`config.mk`:
```
export PLATFORM = sky130hd
export DESIGN_NAME = tmr_bank
export DESIGN_NICKNAME = d
export VERILOG_FILES = /design/src/rtl/tmr_pkg.sv /design/src/rtl/tmr_prescale.sv /design/src/rtl/tmr_chan.sv /design/src/rtl/tmr_freerun.sv /design/src/rtl/tmr_bank.sv
export SDC_FILE = /design/constraint.sdc
export NUM_CORES = 2
export LEC_CHECK = 0
export CORE_MARGIN = 4
export CORE_UTILIZATION = 55
export CTS_CLUSTER_DIAMETER = 100
export CTS_CLUSTER_SIZE = 16
export DETAILED_ROUTE_END_ITERATION = 8
export DONT_BUFFER_PORTS = 1
export PLACE_DENSITY = 0.73
export SYNTH_ARGS = -nofsm -noshare
export SYNTH_HDL_FRONTEND = slang
export SYNTH_HIERARCHICAL = 1
export SYNTH_SLANG_ARGS = --single-unit
export TNS_END_PERCENT = 30
```
`constraint.sdc`:
```
create_clock -name clk -period 5.1 [get_ports clk]
set_input_delay 1.02 -clock clk [delete_from_list [all_inputs] [get_ports clk]]
set_output_delay 1.02 -clock clk [all_outputs]
set_load 0.02 [all_outputs]
```
`src/rtl/tmr_pkg.sv`:
```
package tmr_pkg;
   localparam int unsigned DW          = 32;
   localparam int unsigned OFS_GEN     = 'h00;
   localparam int unsigned OFS_PRE     = 'h04;
   localparam int unsigned OFS_CH0     = 'h10;
   localparam int unsigned CH_STRIDE   = 'h10;
   localparam int unsigned OFS_CNT     = 'h0;
   localparam int unsigned OFS_RLD     = 'h4;
   localparam int unsigned OFS_CFG     = 'h8;
   localparam int unsigned OFS_FRC_LO  = 'hE8;
   localparam int unsigned OFS_FRC_HI  = 'hEC;

   localparam int unsigned CB_EN       = 0;
   localparam int unsigned CB_RESTART  = 1;
   localparam int unsigned CB_IE       = 2;
   localparam int unsigned CB_PEND     = 4;
   localparam int unsigned GB_FRC      = 0;
   localparam int unsigned GB_PRE      = 2;

   typedef struct packed {
      logic pend;
      logic ie;
      logic restart;
      logic en;
   } ch_cfg_t;
endpackage

```
`src/rtl/tmr_prescale.sv`:
```
module tmr_prescale #(
   parameter int unsigned PW = 32
) (
   input  logic          clk,
   input  logic          rst_n,
   input  logic          en,
   input  logic [PW-1:0] div_n,
   output logic          tick
);
   logic [PW-1:0] phase;

   assign tick = en && (phase >= div_n);

   always_ff @(posedge clk) begin
      if (!rst_n)            phase <= '0;
      else if (!en || tick)  phase <= '0;
      else                   phase <= phase + 1'b1;
   end
endmodule

```
`src/rtl/tmr_chan.sv`:
```
module tmr_chan
   import tmr_pkg::*;
#(
   parameter int unsigned CW = 32
) (
   input  logic          clk,
   input  logic          rst_n,
   input  logic          tick,
   input  logic          cnt_we,
   input  logic          rld_we,
   input  logic          cfg_we,
   input  logic [CW-1:0] wdata,
   input  ch_cfg_t       cfg_wdata,
   output logic [CW-1:0] cnt_q,
   output logic [CW-1:0] rld_q,
   output ch_cfg_t       cfg_q,
   output logic          irq
);
   localparam logic [CW-1:0] ONE = CW'(1);

   logic step, expire;

   assign step   = cfg_q.en && tick && !cnt_we;
   assign expire = step && ((cnt_q == ONE) || (cnt_q == '0 && cfg_q.restart));
   assign irq    = cfg_q.pend && cfg_q.ie;

   always_ff @(posedge clk) begin
      if (!rst_n) begin
         cnt_q <= '0;
         rld_q <= '0;
         cfg_q <= '0;
      end else begin
         if (cnt_we)                 cnt_q <= wdata;
         else if (expire)            cnt_q <= cfg_q.restart ? rld_q : '0;
         else if (step && cnt_q != '0) cnt_q <= cnt_q - ONE;

         if (rld_we) rld_q <= wdata;

         if (cfg_we) begin
            cfg_q.en      <= cfg_wdata.en;
            cfg_q.restart <= cfg_wdata.restart;
            cfg_q.ie      <= cfg_wdata.ie;
            cfg_q.pend    <= (cfg_q.pend && cfg_wdata.pend) || expire;
         end else if (expire) begin
            cfg_q.pend    <= 1'b1;
         end
      end
   end
endmodule

```
`src/rtl/tmr_freerun.sv`:
```
module tmr_freerun #(
   parameter int unsigned FW = 64,
   parameter int unsigned DW = 32
) (
   input  logic          clk,
   input  logic          rst_n,
   input  logic          en,
   input  logic          lo_rd,
   output logic [FW-1:0] cnt,
   output logic [DW-1:0] hi_snap
);
   localparam int unsigned HW = FW - DW;

   logic [DW-1:0] hi_ext;

   generate
      if (HW == DW) begin : g_full
         assign hi_ext = cnt[FW-1:DW];
      end else begin : g_pad
         assign hi_ext = {{(DW-HW){1'b0}}, cnt[FW-1:DW]};
      end
   endgenerate

   always_ff @(posedge clk) begin
      if (!rst_n) begin
         cnt     <= '0;
         hi_snap <= '0;
      end else begin
         if (en)    cnt     <= cnt + 1'b1;
         if (lo_rd) hi_snap <= hi_ext;
      end
   end
endmodule

```
`src/rtl/tmr_bank.sv`:
```
module tmr_bank
   import tmr_pkg::*;
#(
   parameter int unsigned NUM_CH = 8,
   parameter int unsigned CW     = 32,
   parameter int unsigned PW     = 32,
   parameter int unsigned FW     = 64,
   parameter int unsigned AW     = 8
) (
   input  logic              clk,
   input  logic              rst_n,
   input  logic              bus_we,
   input  logic              bus_rd,
   input  logic [AW-1:0]     bus_addr,
   input  logic [31:0]       bus_wdata,
   output logic [31:0]       bus_rdata,
   output logic [NUM_CH-1:0] irq
);
   localparam int unsigned CH_END = OFS_CH0 + NUM_CH * CH_STRIDE;

   initial begin
      if (NUM_CH < 1 || CH_END > OFS_FRC_LO) $fatal(1, "tmr_bank: NUM_CH out of range");
      if (CW < 2 || CW > DW)                 $fatal(1, "tmr_bank: CW out of range");
      if (PW < 1 || PW > DW)                 $fatal(1, "tmr_bank: PW out of range");
      if (FW <= DW || FW > 2 * DW)           $fatal(1, "tmr_bank: FW out of range");
      if ((1 << AW) <= OFS_FRC_HI)           $fatal(1, "tmr_bank: AW too small");
   end

   logic          frc_en, pre_en, tick, frc_lo_rd;
   logic [PW-1:0] pre_div;
   logic [FW-1:0] frc_cnt;
   logic [DW-1:0] frc_shadow;

   logic [CW-1:0]     ch_cnt [NUM_CH];
   logic [CW-1:0]     ch_rld [NUM_CH];
   ch_cfg_t           ch_cfg [NUM_CH];
   logic [NUM_CH-1:0] cnt_we, rld_we, cfg_we;
   logic [NUM_CH-1:0] ch_en, ch_restart, ch_pend;

   ch_cfg_t cfg_wdata;
   assign cfg_wdata = '{pend:    bus_wdata[CB_PEND],
                        ie:      bus_wdata[CB_IE],
                        restart: bus_wdata[CB_RESTART],
                        en:      bus_wdata[CB_EN]};

   assign frc_lo_rd = bus_rd && (bus_addr == AW'(OFS_FRC_LO));

   always_ff @(posedge clk) begin
      if (!rst_n) begin
         frc_en  <= 1'b0;
         pre_en  <= 1'b0;
         pre_div <= '0;
      end else if (bus_we) begin
         if (bus_addr == AW'(OFS_GEN)) begin
            frc_en <= bus_wdata[GB_FRC];
            pre_en <= bus_wdata[GB_PRE];
         end
         if (bus_addr == AW'(OFS_PRE)) pre_div <= bus_wdata[PW-1:0];
      end
   end

   tmr_prescale #(.PW(PW)) u_pre (
      .clk(clk), .rst_n(rst_n), .en(pre_en), .div_n(pre_div), .tick(tick)
   );

   tmr_freerun #(.FW(FW), .DW(DW)) u_frc (
      .clk(clk), .rst_n(rst_n), .en(frc_en), .lo_rd(frc_lo_rd),
      .cnt(frc_cnt), .hi_snap(frc_shadow)
   );

   generate
      for (genvar i = 0; i < NUM_CH; i++) begin : g_ch
         localparam int unsigned BASE = OFS_CH0 + i * CH_STRIDE;
         assign cnt_we[i] = bus_we && (bus_addr == AW'(BASE + OFS_CNT));
         assign rld_we[i] = bus_we && (bus_addr == AW'(BASE + OFS_RLD));
         assign cfg_we[i] = bus_we && (bus_addr == AW'(BASE + OFS_CFG));

         tmr_chan #(.CW(CW)) u_ch (
            .clk(clk), .rst_n(rst_n), .tick(tick),
            .cnt_we(cnt_we[i]), .rld_we(rld_we[i]), .cfg_we(cfg_we[i]),
            .wdata(bus_wdata[CW-1:0]), .cfg_wdata(cfg_wdata),
            .cnt_q(ch_cnt[i]), .rld_q(ch_rld[i]), .cfg_q(ch_cfg[i]),
            .irq(irq[i])
         );

         assign ch_en[i]      = ch_cfg[i].en;
         assign ch_restart[i] = ch_cfg[i].restart;
         assign ch_pend[i]    = ch_cfg[i].pend;
      end
   endgenerate

   always_comb begin
      bus_rdata = '0;
      if (bus_addr == AW'(OFS_GEN)) begin
         bus_rdata[GB_FRC] = frc_en;
         bus_rdata[GB_PRE] = pre_en;
      end
      if (bus_addr == AW'(OFS_PRE))    bus_rdata = DW'(pre_div);
      if (bus_addr == AW'(OFS_FRC_LO)) bus_rdata = frc_cnt[DW-1:0];
      if (bus_addr == AW'(OFS_FRC_HI)) bus_rdata = frc_shadow;
      for (int i = 0; i < NUM_CH; i++) begin
         if (bus_addr == AW'(OFS_CH0 + i * CH_STRIDE + OFS_CNT)) bus_rdata = DW'(ch_cnt[i]);
         if (bus_addr == AW'(OFS_CH0 + i * CH_STRIDE + OFS_RLD)) bus_rdata = DW'(ch_rld[i]);
         if (bus_addr == AW'(OFS_CH0 + i * CH_STRIDE + OFS_CFG)) begin
            bus_rdata[CB_EN]      = ch_cfg[i].en;
            bus_rdata[CB_RESTART] = ch_cfg[i].restart;
            bus_rdata[CB_IE]      = ch_cfg[i].ie;
            bus_rdata[CB_PEND]    = ch_cfg[i].pend;
         end
      end
   end
endmodule

```
==> results.json <==
{
  "drt_first_iter_violations": 8607,
  "finalCriticalPeriod_ps": 4959,
  "synth_cell_types": 112,
  "synth_top_area_frac": 0.3169,
  "met3RoutedLength_um": 27240,
  "critical_path.n_buffers_inverters": 2,
  "initial_core_util": 0.5547,
  "synth_compound_area_frac": 0.2621,
  "final_antenna_net_count": 0,
  "cp_common_cell": "buf_4",
  "crit_slowest_cell": "a211oi_1",
  "totalWireLength_um": 209000,
  "drc": 0,
  "synth-seq-area-share": 0.3169,
  "simple_gate_share_of_the_synthesized_area": 0.2361,
  "hold_violations": 0,
  "clk_pin_slew_worst_paths_ps": 80,
  "report.final.slew_viol_count": 0,
  "clock_tree_from_tritoncts": "yes",
  "run_status": "finished, final reports clean",
  "synth_xor_area_frac": 0.02985,
  "route.detailed.wl_per_inst_um": 33.00,
  "synth.top_cells.by_area": "dfxtp_1, mux2i_1, a21oi_1, nor2_1, o21ai_0",
  "grt_pass1_vias": 41970,
  "critical_path_arrival_ps": 3940,
  "mostFrequentLayoutCells": "dfxtp_1, nor2_1, a21oi_1, nand2_1, mux2i_1",
  "min-delay-path-class": "reg -> reg",
  "maxUsedRoutingLayer": "met5",
  "synthAdderAreaFrac": 0.01403,
  "buffer_ports.inserted": 0,
  "clock_path_buffers": 3,
  "crit_path_max_incr_delay_ps": 650,
  "grt_remaining_overflow": 0,
  "fin_total_pwr_w": 0.009904,
  "layout.cells.most_common": "dfxtp_1",
  "synth_area_leader_cell": "dfxtp_1",
  "edff_count_synth": 0,
  "timing.max_slew.rel_slack": 0.1804,
  "power.density_cell_area_nw_per_um2": 211.2,
  "drtPass1Iterations": 8,
  "grt_setup_unrepaired": "false",
  "final_layout_size_suffix_gt1_frac": 0.08713,
  "top_cell_family_by_delay_on_the_critical_path": "compound AO/OA/AOI/OAI gates",
  "gpl.final_weighted_congestion": 1.087,
  "reg2reg_slack_ps": 530,
  "total_leakage_power_nw": 17.40,
  "syn-instance-count": 5462,
  "cts_root_buf": "clkbuf_16",
  "post_cts_buffers": 0,
  "worstMarginPinSlew_ps": 1229,
  "clk-insertion-delay-late_ps": 660,
  "met1_length_um": 78300,
  "met2WireLength_um": 85480,
  "final_setup_fails": 0,
  "worst_ep_required_time_ps": 4080,
  "cts_max_level": 2,
  "fp-row-count": 104,
  "numCtsBuffers": 50,
  "syn2layout_area_growth_pct": 5.145,
  "via_count": 46970,
  "post-place-cells": 6272,
  "fmax_mhz": 201.6,
  "async_flop_share": 0,
  "grtUsageTotal": 0.4626,
  "dp_hpwl_um": 145900,
  "final_cell_area_um2": 46900,
  "cts_sinks": 706,
  "tns_ps": 0,
  "critical_path.endpoint_type": "primary output",
  "num_io_pins": 84,
  "post-route-period-util": 0.9724,
  "timing.critical_path.fanout_max": 171,
  "timing.critical_path.cells": "nor4_2 -> buf_4 -> nand2_1 -> o22ai_1 -> nor3b_1 -> a211oi_1 -> o21ai_0 -> buf_4",
  "synthesis.yosys.warnings": 6,
  "final_hold_slack_ps": 488.2,
  "post_cts_resize_count": 0,
  "final-instance-count-excl-fill": 6334,
  "die_area_um2": 85720,
  "synth_top_family_by_area": "compound AO/OA/AOI/OAI gates",
  "post_synthesis_mux_area_share": 0.08505,
  "power.ir.vdd_worst_v": 0.0002557,
  "grt_antenna_before_repair": 11,
  "grt_max_degree": 392,
  "ctsHoldBuffers": 0,
  "die_h_um": 292.8,
  "syn_avg_cell_area_um2": 8.166,
  "core_region_area_um2": 80420,
  "finalNetCount": 5358,
  "synth_ff_type": "dfxtp_1",
  "die_w_um": 292.8,
  "vias_per_cell": 7.416,
  "path_class": "in -> out",
  "grt_first_pass_wirelength_um": 298300,
  "synth-seq-cells": 706,
  "timing.max_cap.violations": 0,
  "syn_nets": 5556,
  "placed_cell_area_um2": 45580,
  "timing.clock.skew_ps": 33.68,
  "startpoint_class_of_the_critical_path": "input port",
  "syn-cell-area_um2": 44610
}
worst reg2reg max path: cells and delay by family (launching register included):
family	cells	cell delay [ps]
adder cells (fa/ha/maj)	1	320
flip-flops	1	440
buffers and inverters	3	500
AO/OA/AOI/OAI	5	1130
AND/OR/NAND/NOR	7	2120
power breakdown:
group          total (W)  switching [W]  internal [W]
sequential       0.00553      0.0000150       0.00551
clock            0.00383        0.00208       0.00175
combinational   0.000544       0.000348      0.000195
synthesized netlist by cell type (all sizes together) (17+ instances only):
| master | instances |
|---|---|
| dfxtp | 706 |
| nor2 | 540 |
| a21oi | 489 |
| nand2 | 399 |
| mux2i | 370 |
| o21ai | 357 |
| buf | 231 |
| clkbuf | 198 |
| nand3 | 176 |
| nor2b | 130 |
| nor3 | 129 |
| a22oi | 108 |
| xor2 | 104 |
| nor4 | 101 |
| inv | 100 |
| and3 | 93 |
| nand4 | 85 |
| a221oi | 61 |
| or4 | 61 |
| a31oi | 55 |
| o211ai | 54 |
| or3 | 52 |
| a22o | 50 |
| ha | 50 |
| o22ai | 50 |
| xnor2 | 48 |
| a21boi | 42 |
| a211o | 37 |
| o221ai | 36 |
| o211a | 31 |
| and2 | 29 |
| o221a | 29 |
| a32oi | 27 |
| a221o | 23 |
| a311oi | 23 |
| o31ai | 23 |
| o21a | 21 |
| a21o | 19 |
| and4 | 19 |
| o41ai | 19 |
| or4b | 17 |
flip-flops by register name (all words and copies together) (netlist names):
name and flops:
g_ch.u_ch/cnt_q 256, u_frc/hi_snap 32, g_ch.u_ch/cfg_q 32, g_ch.u_ch/rld_q 256, u_frc/cnt 64, pre_div 32
u_pre/phase 32, frc_en 1, pre_en 1
cells by family after synthesis:
family | count (synthesis)
buffers and inverters | 534
flip-flops | 706
AND/OR/NAND/NOR | 1928
XOR/XNOR | 152
AO/OA/AOI/OAI | 1714
adder cells (fa/ha/maj) | 50
multiplexers | 378
routing by layer:
| layer | global-route usage | vias up |
|---|---|---|
| met3 | 0.1220 | 814 |
| li1 | - | 20090 |
| met1 | 0.6052 | 22410 |
| met5 | 0 | - |
| met2 | 0.6706 | 3653 |
| met4 | 0.3063 | 6 |
through the flow:
stage	util	setup WS, ps
after floorplan	-	1051
after global placement	0.5668	294.0
after detailed placement	0.5668	347.4
after CTS	0.5830	338.2
after global routing	0.5831	215.3
final	0.5832	140.7
worst paths after layout:
kind                                     start  cells past startpoint                endpoint
worst max-delay path               bus_addr[2]                      8           bus_rdata[16]
worst min-delay path            u_pre/phase[0]                      1          u_pre/phase[0]
worst max register to register     pre_div[23]                     16  g_ch[0].u_ch/cnt_q[24]
worst min register to register  u_pre/phase[0]                      1          u_pre/phase[0]
final cells by class:
class,count,area [um2]
antenna,6,15.01
clock buffer,51,1255
clock inverter,5,51.30
fill,7465,33520
inverter,105,394.1
multi-input combinational,4222,28130
sequential,706,14130
tap,1060,1326
timing repair buffer,179,1594
Note: power is estimated with default switching activity, not from simulation.
